File: src/rtl/sess_pkg.sv
package sess_pkg;
  localparam int unsigned N_PW   = 8;
  localparam int unsigned N_KEY  = 4;
  localparam int unsigned CNT_W  = 3;
  localparam int unsigned PW_W   = $clog2(N_PW);
  localparam int unsigned KEY_W  = $clog2(N_KEY);

  typedef enum logic [1:0] {
    MODE_STD  = 2'd0,
    MODE_AUTH = 2'd1,
    MODE_ENC  = 2'd2
  } mode_e;
endpackage

File: src/rtl/sess_trial_ctr.sv
module sess_trial_ctr #(
  parameter int unsigned N_IDX = 8,
  parameter int unsigned CNT_W = 3,
  localparam int unsigned IDX_W = (N_IDX > 1) ? $clog2(N_IDX) : 1
) (
  input  logic             clk_i,
  input  logic             rst_ni,
  input  logic             valid_i,
  input  logic             pass_i,
  input  logic [IDX_W-1:0] idx_i,
  input  logic [CNT_W-1:0] limit_i,
  output logic             ok_o,
  output logic             bad_o
);
  logic [CNT_W-1:0] cnt_q [N_IDX];
  logic [N_IDX-1:0] sel;
  logic             locked;

  always_comb begin
    for (int i = 0; i < N_IDX; i++) sel[i] = (idx_i == IDX_W'(i));
  end

  assign locked = (cnt_q[idx_i] >= limit_i);
  assign ok_o   = valid_i && pass_i && !locked;
  assign bad_o  = valid_i && !(pass_i && !locked);

  for (genvar g = 0; g < N_IDX; g++) begin : g_cnt
    always_ff @(posedge clk_i or negedge rst_ni) begin
      if (!rst_ni) begin
        cnt_q[g] <= '0;
      end else if (valid_i && sel[g] && !locked) begin
        cnt_q[g] <= pass_i ? '0 : cnt_q[g] + 1'b1;
      end
    end
  end
endmodule

File: src/rtl/sess_state.sv
module sess_state
  import sess_pkg::*;
(
  input  logic             clk_i,
  input  logic             rst_ni,
  input  logic             sess_rst_i,
  input  logic             pw_ok_i,
  input  logic             pw_bad_i,
  input  logic             pw_write_i,
  input  logic [PW_W-1:0]  pw_set_i,
  input  logic             auth_ok_i,
  input  logic             auth_bad_i,
  input  logic [KEY_W-1:0] auth_key_i,
  input  logic             enc_req_i,
  input  logic             mac_valid_i,
  input  logic             mac_ok_i,
  output mode_e            mode_o,
  output logic [KEY_W-1:0] key_o,
  output logic             pw_active_o,
  output logic             pw_write_o,
  output logic [PW_W-1:0]  pw_set_o
);
  mode_e            mode_q;
  logic [KEY_W-1:0] key_q;
  logic             mac_bad;

  assign mac_bad = mac_valid_i && !mac_ok_i && (mode_q != MODE_STD);

  always_ff @(posedge clk_i or negedge rst_ni) begin
    if (!rst_ni) begin
      mode_q <= MODE_STD;
      key_q  <= '0;
    end else if (sess_rst_i || mac_bad) begin
      mode_q <= MODE_STD;
      key_q  <= '0;
    end else if (auth_ok_i) begin
      mode_q <= MODE_AUTH;
      key_q  <= auth_key_i;
    end else if (auth_bad_i) begin
      mode_q <= MODE_STD;
      key_q  <= '0;
    end else if (enc_req_i && mode_q == MODE_AUTH) begin
      mode_q <= MODE_ENC;
    end
  end

  always_ff @(posedge clk_i or negedge rst_ni) begin
    if (!rst_ni) begin
      pw_active_o <= 1'b0;
      pw_write_o  <= 1'b0;
      pw_set_o    <= '0;
    end else if (sess_rst_i || pw_bad_i) begin
      pw_active_o <= 1'b0;
      pw_write_o  <= 1'b0;
      pw_set_o    <= '0;
    end else if (pw_ok_i) begin
      pw_active_o <= 1'b1;
      pw_write_o  <= pw_write_i;
      pw_set_o    <= pw_set_i;
    end
  end

  assign mode_o = mode_q;
  assign key_o  = key_q;
endmodule

File: src/rtl/sess_zone_gate.sv
module sess_zone_gate
  import sess_pkg::*;
(
  input  mode_e            mode_i,
  input  logic [KEY_W-1:0] key_i,
  input  logic             pw_active_i,
  input  logic             pw_write_i,
  input  logic [PW_W-1:0]  pw_set_i,
  input  logic             zone_pw_en_i,
  input  logic [PW_W-1:0]  zone_pw_set_i,
  input  logic             zone_key_en_i,
  input  logic [KEY_W-1:0] zone_key_i,
  input  logic             zone_enc_i,
  output logic             read_ok_o,
  output logic             write_ok_o
);
  logic pw_match, key_ok, enc_ok;

  assign pw_match = pw_active_i && (pw_set_i == zone_pw_set_i);
  assign key_ok   = !zone_key_en_i || ((mode_i != MODE_STD) && (key_i == zone_key_i));
  assign enc_ok   = !zone_enc_i || (mode_i == MODE_ENC);

  assign read_ok_o  = (!zone_pw_en_i || pw_match) && key_ok && enc_ok;
  assign write_ok_o = (!zone_pw_en_i || (pw_match && pw_write_i)) && key_ok && enc_ok;
endmodule

File: src/rtl/sess_tracker.sv
module sess_tracker
  import sess_pkg::*;
(
  input  logic             clk_i,
  input  logic             rst_ni,
  input  logic             sess_rst_i,
  input  logic             pw_valid_i,
  input  logic             pw_pass_i,
  input  logic             pw_write_i,
  input  logic [PW_W-1:0]  pw_set_i,
  input  logic [CNT_W-1:0] pw_limit_i,
  input  logic             auth_valid_i,
  input  logic             auth_pass_i,
  input  logic [KEY_W-1:0] auth_key_i,
  input  logic [CNT_W-1:0] auth_limit_i,
  input  logic             enc_req_i,
  input  logic             mac_valid_i,
  input  logic             mac_ok_i,
  input  logic             zone_pw_en_i,
  input  logic [PW_W-1:0]  zone_pw_set_i,
  input  logic             zone_key_en_i,
  input  logic [KEY_W-1:0] zone_key_i,
  input  logic             zone_enc_i,
  output logic [1:0]       mode_o,
  output logic             pw_active_o,
  output logic [PW_W-1:0]  pw_set_o,
  output logic             pw_write_o,
  output logic [KEY_W-1:0] key_o,
  output logic             read_ok_o,
  output logic             write_ok_o
);
  logic  pw_ok, pw_bad, auth_ok, auth_bad;
  mode_e mode;

  sess_trial_ctr #(.N_IDX(N_PW), .CNT_W(CNT_W)) u_pw_ctr (
    .clk_i, .rst_ni,
    .valid_i (pw_valid_i),
    .pass_i  (pw_pass_i),
    .idx_i   (pw_set_i),
    .limit_i (pw_limit_i),
    .ok_o    (pw_ok),
    .bad_o   (pw_bad)
  );

  sess_trial_ctr #(.N_IDX(N_KEY), .CNT_W(CNT_W)) u_auth_ctr (
    .clk_i, .rst_ni,
    .valid_i (auth_valid_i),
    .pass_i  (auth_pass_i),
    .idx_i   (auth_key_i),
    .limit_i (auth_limit_i),
    .ok_o    (auth_ok),
    .bad_o   (auth_bad)
  );

  sess_state u_state (
    .clk_i, .rst_ni,
    .sess_rst_i  (sess_rst_i),
    .pw_ok_i     (pw_ok),
    .pw_bad_i    (pw_bad),
    .pw_write_i  (pw_write_i),
    .pw_set_i    (pw_set_i),
    .auth_ok_i   (auth_ok),
    .auth_bad_i  (auth_bad),
    .auth_key_i  (auth_key_i),
    .enc_req_i   (enc_req_i),
    .mac_valid_i (mac_valid_i),
    .mac_ok_i    (mac_ok_i),
    .mode_o      (mode),
    .key_o       (key_o),
    .pw_active_o (pw_active_o),
    .pw_write_o  (pw_write_o),
    .pw_set_o    (pw_set_o)
  );

  sess_zone_gate u_gate (
    .mode_i        (mode),
    .key_i         (key_o),
    .pw_active_i   (pw_active_o),
    .pw_write_i    (pw_write_o),
    .pw_set_i      (pw_set_o),
    .zone_pw_en_i  (zone_pw_en_i),
    .zone_pw_set_i (zone_pw_set_i),
    .zone_key_en_i (zone_key_en_i),
    .zone_key_i    (zone_key_i),
    .zone_enc_i    (zone_enc_i),
    .read_ok_o     (read_ok_o),
    .write_ok_o    (write_ok_o)
  );

  assign mode_o = mode;
endmodule

File: config.mk
export PLATFORM = sky130hd
export DESIGN_NAME = sess_tracker
export DESIGN_NICKNAME = d
export VERILOG_FILES = /design/src/rtl/sess_pkg.sv /design/src/rtl/sess_trial_ctr.sv /design/src/rtl/sess_state.sv /design/src/rtl/sess_zone_gate.sv /design/src/rtl/sess_tracker.sv
export SDC_FILE = /design/constraint.sdc
export NUM_CORES = 1
export LEC_CHECK = 0
export BUFFER_PORTS_ARGS = -buffer_cell sky130_fd_sc_hd__buf_2
export CAP_MARGIN = 0
export CORE_MARGIN = 1
export CORE_UTILIZATION = 35
export CTS_BUF_LIST = sky130_fd_sc_hd__clkbuf_8
export CTS_CLUSTER_DIAMETER = 60
export DETAILED_ROUTE_END_ITERATION = 10
export GPL_TIMING_DRIVEN = 1
export PLACE_DENSITY_LB_ADDON = 0.1
export SLEW_MARGIN = 5
export SYNTH_ARGS = -nofsm -noshare
export SYNTH_HDL_FRONTEND = slang
export SYNTH_SLANG_ARGS = --single-unit
File: constraint.sdc
create_clock -name clk_i -period 2.62 [get_ports clk_i]
set_clock_uncertainty 0.2 [all_clocks]
set_input_delay 0.393 -clock clk_i [delete_from_list [all_inputs] [get_ports clk_i]]
set_output_delay 0.393 -clock clk_i [all_outputs]
set_load 0.05 [all_outputs]
# Word level (Yosys, flattened, before mapping)

Cells that the tools add are included.

Output and inout port bits: 11
Logic and storage cells: 142
Input bits: 30
Register bits after elaboration: 45

Reductions and logical operators: 62
Muxes and demuxes: 31
Equal/unequal tests: 14
Add/sub/neg operators: 12
Bitwise operators: 2
Order comparisons: 4

Operators by type and width:

| operator                                                 | number |
|---|---|
| two-way mux 3 bit                                        | 18 |
| logical AND 1 bit                                        | 42 |
| adder 3 x 1 -> 3 bit, second input constant              | 12 |
| two-way mux 2 bit                                        | 7 |
| equality test 3 bit, second input constant               | 4 |
| binary-select mux 3 bit (select 3 bit)                   | 1 |
| zero test 1 bit                                          | 8 |
| binary-select mux 3 bit (select 2 bit)                   | 1 |
| equality test 2 bit, second input constant               | 3 |
| equality test 3 x 2 -> 1 bit, second input constant      | 2 |
| greater-or-equal comparator 3 bit                        | 2 |
| logical OR 1 bit                                         | 6 |
| equality test 2 x 1 -> 1 bit, second input constant      | 2 |
| greater-or-equal comparator 4 bit, second input constant | 1 |
| two-way mux 1 bit                                        | 4 |
| NOT 3 -> 4 bit                                           | 1 |
| nonzero test 2 bit                                       | 2 |
| nonzero test 4 bit                                       | 1 |
| equality test 3 x 1 -> 1 bit, second input constant      | 1 |
| equality test 3 bit                                      | 1 |
| greater-or-equal comparator 3 bit, second input constant | 1 |
| zero test 3 bit                                          | 1 |
| NOT 2 -> 3 bit                                           | 1 |
| nonzero test 3 bit                                       | 1 |
| other kinds (2)                                          | 2 |

# Longest topological paths before layout

Gate-level depths: netlist of the first run.

Word-level depth: 12
Gate-level depth with buffers: 10

# By module

From an unflattened synthesis of the first run, not the netlist that was laid out.

Cells, all modules: 273
Area total of the unflattened synthesis: 2,985.4 um2

Modules (own cells, without submodules):

| module                      | cells an instance | instances | area each (um2) |
|---|---|---|---|
| sess_trial_ctr (u_pw_ctr)   | 145               | 1         | 1,625.3 |
| sess_trial_ctr (u_auth_ctr) | 80                | 1         | 828.3 |
| sess_state                  | 34                | 1         | 405.4 |
| sess_zone_gate              | 14                | 1         | 126.4 |

# Worst setup path after synthesis of the first run

Ideal clock, no wire load.

Path type: register to output
From: register u_state.mode_q[0] (netlist: u_state.mode_o[0])
To: output write_ok_o
Data required time: 2.027 ns
Arrival time: 3.368 ns
Buffers on the path: 0
Path slack: -1.341 ns
Stages on the path, launching flop included: 5
Cell sequence: dfrtp_1 nor2_1 or3_1 a222oi_1 a21boi_1

Word-level cells in the longest chain between the ends: 5

Ends and longest elaborated chain:

| what                   | line                 | text |
|---|---|---|
| start, declared        | sess_state.sv:23     | `mode_e mode_q;` |
| start signal, assigned | sess_state.sv:31     | `mode_q <= MODE_STD;` |
| start signal, assigned | sess_state.sv:34     | `mode_q <= MODE_STD;` |
| start signal, assigned | sess_state.sv:37     | `mode_q <= MODE_AUTH;` |
| nonzero test 2 bit     | sess_zone_gate.sv:20 | `assign key_ok = !zone_key_en_i \|\| ((mode_i != MODE_STD) && (key_i == zone_key_i));` |
| logical AND 1 bit      | sess_zone_gate.sv:20 |  |
| logical OR 1 bit       | sess_zone_gate.sv:20 |  |
| logical AND 1 bit      | sess_zone_gate.sv:24 | `assign write_ok_o = (!zone_pw_en_i \|\| (pw_match && pw_write_i)) && key_ok && enc_ok;` |
| logical AND 1 bit *    | sess_zone_gate.sv:24 |  |
| end, declared          | sess_tracker.sv:30   | `output logic write_ok_o` |

Every way passes the cells marked *; elsewhere a longest branch is shown, timed or not.

# Worst setup path after layout of the first run

From: register u_pw_ctr.cnt_q[9] (netlist bit)
To: register u_pw_ctr.cnt_q[2] (netlist bit)

Word-level cells in the longest chain between the ends: 6

Ends and longest elaborated chain:

| what                                                 | line                 | text |
|---|---|---|
| start, declared                                      | sess_trial_ctr.sv:15 | `logic [CNT_W-1:0] cnt_q [N_IDX];` |
| start signal, assigned by index                      | sess_trial_ctr.sv:32 | `cnt_q[g] <= pass_i ? '0 : cnt_q[g] + 1'b1;` |
| binary-select mux 3 bit (select 3 bit)               | sess_trial_ctr.sv:23 | `assign locked = (cnt_q[idx_i] >= limit_i);` |
| two-way mux 3 bit (not written as such) (2 in a row) | sess_trial_ctr.sv:23 |  |
| greater-or-equal comparator 3 bit                    | sess_trial_ctr.sv:23 |  |
| zero test 1 bit                                      | sess_trial_ctr.sv:31 | `end else if (valid_i && sel[g] && !locked) begin` |
| logical AND 1 bit                                    | sess_trial_ctr.sv:31 |  |

Every way passes these cells. The select of a mux whose other input is x is not followed.
A chain may end at the register's enable or synchronous reset.

==> impl_metrics.toml, run 1 <==
[timing]
setup_viol = 20
worst_slack_ns = -0.122
slew_viol_final = 0
whs_ns = 0.0765
maxClockFrequency_mhz = 365
period_minus_slack_ns = 2.74
worstMarginPinSlew_ns = 0.688
hold_viol = 0
post-route-period-util = 1.05
relSlewSlack = 0.541
rsz0062_at_grt = "true"

[worst_hold_path]
hp-class = "input port to flop"

[routing]
wl_um = 6960
avgViaCountPerCell = 5.23
drt_iter0_markers = 63
wire_per_inst_um = 14.9
vias = 2446
drc = 0
dr.pass1.iters = 4
postRouteAntennaNets = 0

[global_route]
antenna_found_initial = 0
grt_pass1_vias = 2379
grt_use_total = 0.175
grt_first_pass_wirelength_um = 11600
grt_max_degree = 35
grt_overflow_total = 0

[logic_synthesis]
synthesis.area_um2 = 2810
synth_area_per_cell_um2 = 10.2
synth_compound_area_frac = 0.181
synth_area_leader_cell = "dfrtp_1"
synth_ff_type = "dfrtp_1"
yosys.cell_count.top_type = "dfrtp_1"
synthAdderAreaFrac = 0.0800
synth.area.top_cells = "dfrtp_1 40%, ha_1 8.0%, mux4_2 7.2%, nor2_1 5.1%, mux2_2 4.8%"
ys_seq_area_frac = 0.400
synth-edff-count = 0
synth_top_cell_area_share = 0.400
synthArstFlopShare = 1.00
synthDistinctLibCells = 50
synth_commonest_cells = "45 x dfrtp_1, 38 x nor2_1, 22 x inv_1"
synth-simple-area-share = 0.145
syn-num-nets = 324
synth-xor-area-share = 0.0156
ys_seq_elements = 45
synthCells = 276
synth.area.mux_share = 0.124
synth_top_family_by_area = "compound AO/OA/AOI/OAI gates"
yosysWarnings = 0

[power]
p_int_uw = 1800
p_comb_frac = 0.463
p_sw_uw = 1000
p_seq_frac = 0.367
switching_share = 0.358
leakage_uw = 0.00183
p_clk_frac = 0.170
ir_worst_vdd_mv = 0.391
p_per_area_nw_per_um2 = 725

[run]
max_cap_viol_count = 0

[clock_network]
htreeDepth = 2
cts-buffers-inserted = 5
cts-root-buf = "clkbuf_8"
clkTransAtPathRegs_ns = 0.09
clk_latency_ns = 0.31
cts_tree = "built"
clk_path_buf_depth = 2
cts.sinks = 45

[floorplanning]
die_w_um = 91.7
die_h_um = 91.7
ios = 41
fp.coreArea_um2 = 7770
dieArea_um2 = 8400
initial_core_util = 0.362
row_count = 32

[status]
run_status = "finished, violations left"
violations = "negative setup slack"

[layout]
fin_nets = 413
nFillCells = 751
final-seq-area_um2 = 1130
multi_input_area_um2 = 1750
drive_gt1_frac = 0.456
area_growth_pct = 37.6
antennaDiodeCount = 0

[critical_path]
slowest_stage = "or4b_4"
required_ns = 2.66
crit_family = "simple AND/OR/NAND/NOR gates"
critPathMaxFanout = 5
worstSetupPathType = "flop to flop"
end_kind = "flop"
critPathArrivalTime_ns = 2.78
crit_path_start_kind = "flop"
critPathMaxStageDelay_ns = 0.48
path_cells = "mux4_2 > mux2i_1 > ha_1 > and2b_2 > o211ai_1 > buf_4 > or4b_4 > o21ai_2"
critPathBufInv = 1

[placed_design]
gp_congestion = 0.761
hpwlAfterDp_um = 5100
io_buffers = 40
place_ws_ns = -0.427
-- power groups by stage --
stage	Combinational (uW)	Clock (uW)	Sequential, uW
2_1_floorplan	715	0	1040
3_3_place_gp	1110	0	1050
3_5_place_dp	1140	0	1040
4_1_cts	1160	497	1030
5_1_grt	1470	524	1060
6_report	1300	478	1030
-- per-layer routing --
layer  part of all wire  vias up  track usage
met5                  0        -            0
met4              0.013        0       0.0622
met3              0.023        9       0.0216
met2               0.48       37        0.293
met1               0.48     1206        0.233
li1                   -     1194            -
-- cells in the final DEF, fill, tap and decap left out, types with 4 or more instances in the layout --
| cell type | n |
|---|---|
| nand2_1 | 12 |
| dfrtp_1 | 41 |
| buf_2 | 39 |
| a31o_2 | 5 |
| buf_6 | 8 |
| mux2_2 | 6 |
| mux2_4 | 6 |
| o21ai_0 | 13 |
| inv_1 | 22 |
| ha_1 | 16 |
| dfrtp_2 | 4 |
| o21ai_2 | 6 |
| o41ai_1 | 5 |
| nor2_1 | 32 |
| buf_4 | 46 |
| o31a_1 | 5 |
| o211ai_1 | 5 |
| o41ai_2 | 6 |
| mux4_2 | 9 |
| clkbuf_8 | 6 |
-- worst paths after layout --
path	from	slack, ns	depth (start not counted)	to
setup / recovery	u_pw_ctr.cnt_q[9]	-0.12	8	u_pw_ctr.cnt_q[2]
min in group asynchronous	rst_ni	0.40	2	u_auth_ctr.cnt_q[9]
max in group asynchronous	rst_ni	1.27	3	u_state.key_o[0]
hold / removal	auth_valid_i	0.08	2	u_state.mode_o[1]
hold reg to reg	u_state.pw_active_o	0.31	1	u_state.pw_active_o
setup reg to reg	u_pw_ctr.cnt_q[9]	-0.12	8	u_pw_ctr.cnt_q[2]
-- what timing repair did --
action / 4_1_cts / 5_1_grt
hold buffers: 1 / 0
hold endpoints to repair: 22 / 0
endpoints found under the setup margin: 14 / 27
gates cloned: 0 / 1
pin swaps: 2 / 7
resized for setup: 3 / 36
setup buffers: 3 / 7
-- cell families (layout without fill, tap and decap cells) --
logic type      count (synthesis)  after routing
xor+xnor                        5              5
mux                            22             22
flops                          45             45
buf+inv                        36            126
simple gates                   80             80
fa+ha+maj                      18             18
compound gates                 70             70
-- stage by stage --
step / cells / total power [uW] / util / TNS [ns] / area (um^2)
6_report: 468 / 2810 / 0.499 / -1.00 / 3870
5_1_grt: 468 / 3050 / 0.499 / -3.45 / 3870
4_1_cts: 461 / 2690 / 0.472 / -0.369 / 3670
3_5_place_dp: 449 / 2180 / 0.455 / -7.82 / 3530
3_3_place_gp: 449 / 2160 / 0.455 / -6.49 / 3530
2_1_floorplan: 276 / 1760 / - / -2.22 / 2950
-- sequential cells by signal, summed over array words and instances (netlist names) --
register             cells
u_pw_ctr.cnt_q          24
u_auth_ctr.cnt_q        12
u_state.pw_set_o         3
u_state.key_o            2
u_state.mode_o           2
u_state.pw_active_o      1
u_state.pw_write_o       1
-- final cells by class --
class                      count  area share
multi-input combinational    195       0.453
inverter                      22      0.0213
sequential                    45       0.292
timing repair buffer          96       0.176
clock inverter                 2     0.00355
clock buffer                   6      0.0213
tap                          102      0.0330
Note: power is estimated with default switching activity, not from simulation.
==> inputs of run 2 (changes only) <==
- CORE_UTILIZATION: 35 -> 45
- clock period: 2.62 -> 2.65 ns (I/O delays scaled with it)
==> run 2 against run 1 <==
The flow still finishes with violations (negative setup slack). Clock power decreased by 7.1%. Global-route usage is 4.9 points higher. Via count shrank 1.3%. Core utilization grew 12 points. Cell count down 7.5%. Count of clock-buffer cells in the layout fell by 1. Die area decreased by 22%. Combinational power shrank 9%. Non-clock buffer count fell by 8. Sequential share of layout area up 1.4 points. Largest cell class unchanged.
==> impl_metrics.toml, run 2 (synthesis gave the netlist of run 1 again) <==
[layout]
antennaDiodeCount = 0
fin_nets = 405
final_core_util = 0.616
largest_reg_flops = 24
regMostFlops = "u_pw_ctr.cnt_q"
reg_top3 = "u_pw_ctr.cnt_q: 24 flops, u_auth_ctr.cnt_q: 12 flops, u_state.pw_set_o: 3 flops"
final_cells = 433
final_cell_mix = "42 x buf_4, 41 x dfrtp_1, 40 x buf_2"
area_growth_pct = 31.2
drive_gt1_frac = 0.430
final_common_cell = "buf_4"

[critical_path]
critPathArrivalTime_ns = 2.72
r2r-start = "u_pw_ctr.cnt_q[5]"
worstSetupPathType = "flop to flop"
startpoint = "u_pw_ctr.cnt_q[5]"
critPathMaxFanout = 5
crit_path_start_kind = "flop"
end_kind = "flop"
required_ns = 2.64

[power]
p_comb_frac = 0.444
switching_share = 0.364
p_clk_frac = 0.167
p_int_uw = 1690
p_seq_frac = 0.389
leakage_uw = 0.00175
ir_worst_vdd_mv = 0.392
p_sw_uw = 969
p_per_area_nw_per_um2 = 721

[routing]
drc = 0
drt_iter0_markers = 49
wire_per_inst_um = 15.6
vias = 2413
avgViaCountPerCell = 5.57
postRouteAntennaNets = 0
dr.pass1.iters = 4
wl_um = 6750

[timing]
worst_slack_ns = -0.0824
post-route-period-util = 1.03
setup_viol = 8
relSlewSlack = 0.562
worstMarginPinSlew_ns = 0.658
tns_ns = -0.226
rsz0062_at_grt = "true"
hold_viol = 0
period_minus_slack_ns = 2.73
slew_viol_final = 0
maxClockFrequency_mhz = 366

[global_route]
grt_first_pass_wirelength_um = 11000
grt_max_degree = 35
grt_use_total = 0.224
antenna_found_initial = 0
grt_overflow_total = 0
grt_pass1_vias = 2276

[floorplanning]
dieArea_um2 = 6570
die_w_um = 81.1
ios = 41
fp.coreArea_um2 = 5990
initial_core_util = 0.470
row_count = 28
die_h_um = 81.1

[clock_network]
clk_latency_ns = 0.31
clkTransAtPathRegs_ns = 0.10
cts_tree = "built"
cts.sinks = 45
clk_path_buf_depth = 2
cts-root-buf = "clkbuf_8"
cts-buffers-inserted = 5
htreeDepth = 2

[placed_design]
placed_cells = 416
gp_congestion = 0.808
hpwlAfterDp_um = 4910
io_buffers = 40

[status]
run_status = "finished, violations left"
violations = "negative setup slack"

[worst_hold_path]
hp-class = "input port to flop"
hp-start = "auth_valid_i"

[run]
max_cap_viol_count = 0
==> run 2: path summary, 6_finish.rpt <==
kind / to / slack [ns] / cells past startpoint
worst max-delay path: u_pw_ctr.cnt_q[6] / -0.08 / 8
min in group asynchronous: u_auth_ctr.cnt_q[10] / 0.21 / 2
worst max register to register: u_pw_ctr.cnt_q[6] / -0.08 / 8
worst min-delay path: u_state.mode_o[1] / 0.08 / 2
max in group asynchronous: u_pw_ctr.cnt_q[20] / 1.46 / 3
worst min register to register: u_state.pw_active_o / 0.32 / 1
==> run 2: critical path, cell delays in order, from the launching register on <==
cell and delay [ns]:
dfrtp_1 0.43, mux4_2 0.46, mux2_4 0.28, ha_4 0.30, nand2_4 0.06, o211ai_1 0.31, buf_4 0.24, nor2_4 0.05
mux2_4 0.29
==> run 2: cell type report <==
| type | instances | area [um^2] |
|---|---|---|
| Timing Repair Buffer | 88 | 582 |
| Inverter | 22 | 82.6 |
| Fill cell | 509 | 2300 |
| Multi-Input combinational cell | 195 | 1710 |
| Tap cell | 75 | 93.8 |
| Clock inverter | 3 | 22.5 |
| Sequential cell | 45 | 1130 |
| Clock buffer | 5 | 68.8 |
==> run 2: repair_timing <==
item | CTS | global route
gates cloned | 1 | 0
gates resized for setup | 9 | 18
pin swaps | 4 | 8
hold buffers | 1 | 0
hold endpoints to repair | 45 | 0
buffers inserted | 6 | 1
setup endpoints to repair | 14 | 26
==> run 2: per-layer routing <==
metal  global-route usage  share of wire
met5                    0              0
met4               0.0946          0.022
met3               0.0371          0.033
met2                0.392           0.50
met1                0.272           0.44
==> run 2: power by group through the flow <==
stage | clock network (uW) | logic (uW) | registers [uW]
2_1_floorplan | 0 | 701 | 1030
3_3_place_gp | 0 | 1040 | 1040
3_5_place_dp | 0 | 1070 | 1050
4_1_cts | 465 | 1130 | 1030
5_1_grt | 491 | 1330 | 1060
6_report | 444 | 1180 | 1040
==> run 2: through the flow <==
step           total power [uW]  instance area, um^2  worst slack (ns)  hold WS [ns]
6_report                   2660                 3690           -0.0824        0.0782
4_1_cts                    2630                 3620           -0.0665        0.0713
5_1_grt                    2880                 3690            -0.143        0.0588
3_3_place_gp               2080                 3430            -0.285      -0.00197
2_1_floorplan              1730                 2940            -0.886       -0.0981
3_5_place_dp               2110                 3430            -0.360       0.00102
==> inputs of run 3 (changes only) <==
- CORE_ASPECT_RATIO: unset -> 1.1
==> run 3 against run 2 <==
The run still ends with negative setup slack left. Design area rose by 2.8%. Core utilization rose by 2.5 points. Register-to-register slack improved by 0.02 ns. First-iteration DRC count rose by 43%. Combinational power barely moved. Routed wire length fell by 1.5%. Sequential cell count did not move. Clock power rose by 23%. Count of clock-buffer cells in the layout rose by 1. Maximum frequency rose by 0.58%. Critical endpoint is now u_pw_ctr.cnt_q[2].
==> impl_metrics.toml, run 3 (synthesis gave the netlist of run 1 again) <==
[global_route]
grt_use_total = 0.211
grt_pass1_vias = 2330
grt_overflow_total = 0
grt_max_degree = 35
grt_first_pass_wirelength_um = 10800
antenna_found_initial = 0

[critical_path]
worstSetupPathType = "flop to flop"
startpoint = "u_pw_ctr.cnt_q[9]"
ff2ff_path_depth = 8
end_kind = "flop"
critPathMaxFanout = 4
critPathArrivalTime_ns = 2.75
regToRegSetupSlack_ns = -0.07
r2r-start = "u_pw_ctr.cnt_q[9]"
required_ns = 2.68
crit_path_start_kind = "flop"

[routing]
dr.pass1.iters = 4
drc = 0
vias = 2405
avgViaCountPerCell = 5.49
drt_iter0_markers = 70
wl_um = 6650
postRouteAntennaNets = 0
wire_per_inst_um = 15.2

[placed_design]
hpwlAfterDp_um = 4860
gp_congestion = 0.726
placed_cells = 421
io_buffers = 40
place_ws_ns = -0.309

[timing]
worst_slack_ns = -0.0668
setup_viol = 8
relSlewSlack = 0.564
post-route-period-util = 1.03
maxClockFrequency_mhz = 368
slew_viol_final = 0
worstMarginPinSlew_ns = 0.654
period_minus_slack_ns = 2.72
hold_viol = 0
tns_ns = -0.276
rsz0062_at_grt = "true"

[status]
run_status = "finished, violations left"
violations = "negative setup slack"

[layout]
final_cells = 438
nFillCells = 476
fin_nets = 408
area_growth_pct = 34.8
final-seq-area_um2 = 1130
antennaDiodeCount = 0
regMostFlops = "u_pw_ctr.cnt_q"
final_common_cell = "buf_4"
largest_reg_flops = 24
multi_input_area_um2 = 1740
reg_top3 = "u_pw_ctr.cnt_q: 24 flops, u_auth_ctr.cnt_q: 12 flops, u_state.pw_set_o: 3 flops"
drive_gt1_frac = 0.446
final_cell_mix = "42 x buf_4, 41 x dfrtp_1, 39 x buf_2"

[power]
leakage_uw = 0.00180
finalPower_uw = 2780
p_per_area_nw_per_um2 = 734
ir_worst_vdd_mv = 0.462

[floorplanning]
dieArea_um2 = 6570
die_h_um = 84.9
initial_core_util = 0.476
row_count = 29
ios = 41
die_w_um = 77.4
fp.coreArea_um2 = 5910

[clock_network]
clk_path_buf_depth = 2
clkTransAtPathRegs_ns = 0.09
htreeDepth = 2
clk_latency_ns = 0.30
cts-buffers-inserted = 5
cts_tree = "built"
cts.sinks = 45
cts-root-buf = "clkbuf_8"

[worst_hold_path]
hp-start = "auth_valid_i"
hp-class = "input port to flop"
min_path_cells = 2

[run]
max_cap_viol_count = 0
run 3: cell type report:
class | count | area share
flip-flops and latches | 45 | 0.298
well taps | 77 | 0.0254
clock inverters | 2 | 0.00989
repair buffers | 90 | 0.163
multi-input cells | 196 | 0.460
clock buffers | 6 | 0.0218
inverters | 22 | 0.0218
run 3: per-stage QoR:
| stage | hold WS (ns) | utilization | cell area [um^2] |
|---|---|---|---|
| 4_1_cts | 0.0809 | 0.612 | 3620 |
| 3_3_place_gp | 0.193 | 0.586 | 3470 |
| 3_5_place_dp | 0.192 | 0.586 | 3470 |
| 6_report | 0.0903 | 0.641 | 3790 |
| 2_1_floorplan | -0.0981 | - | 2940 |
| 5_1_grt | 0.0902 | 0.641 | 3790 |
run 3: metal layers:
layer | global-route usage | part of all wire | up-vias
met1 | 0.256 | 0.44 | 1173
li1 | - | - | 1187
met5 | 0 | 0 | -
met3 | 0.0366 | 0.024 | 9
met4 | 0.0669 | 0.017 | 0
met2 | 0.381 | 0.52 | 36
run 3: path summary, 6_finish.rpt:
path | end
setup / recovery | u_pw_ctr.cnt_q[2]
hold / removal | u_state.mode_o[1]
setup reg to reg | u_pw_ctr.cnt_q[2]
hold reg to reg | u_state.pw_active_o
max in group asynchronous | u_pw_ctr.cnt_q[3]
min in group asynchronous | u_auth_ctr.cnt_q[11]
run 3: timing repair:
action                                  4_1_cts  5_1_grt
setup buffers                                 2        5
gates resized for setup                       3       32
gates cloned                                  0        1
pin swaps                                     0       11
hold buffers                                  1        0
endpoints found under the setup margin       12       25
hold endpoints to repair                     18        0
run 3: worst max-delay path, cell delays in order, from the launching register on:
cell and delay [ns]:
dfrtp_1 0.43, mux4_2 0.48, mux2i_1 0.15, ha_1 0.24, and2b_2 0.23, o211ai_1 0.13
buf_4 0.17, or4b_4 0.48, o21ai_2 0.13
run 3: where the power goes:
| part | internal (uW) | leakage, uW | switching, uW |
|---|---|---|---|
| Clock | 307 | 0.0000574 | 238 |
| Combinational | 634 | 0.00117 | 554 |
| Sequential | 873 | 0.000572 | 178 |
| Total | 1810 | 0.00180 | 970 |
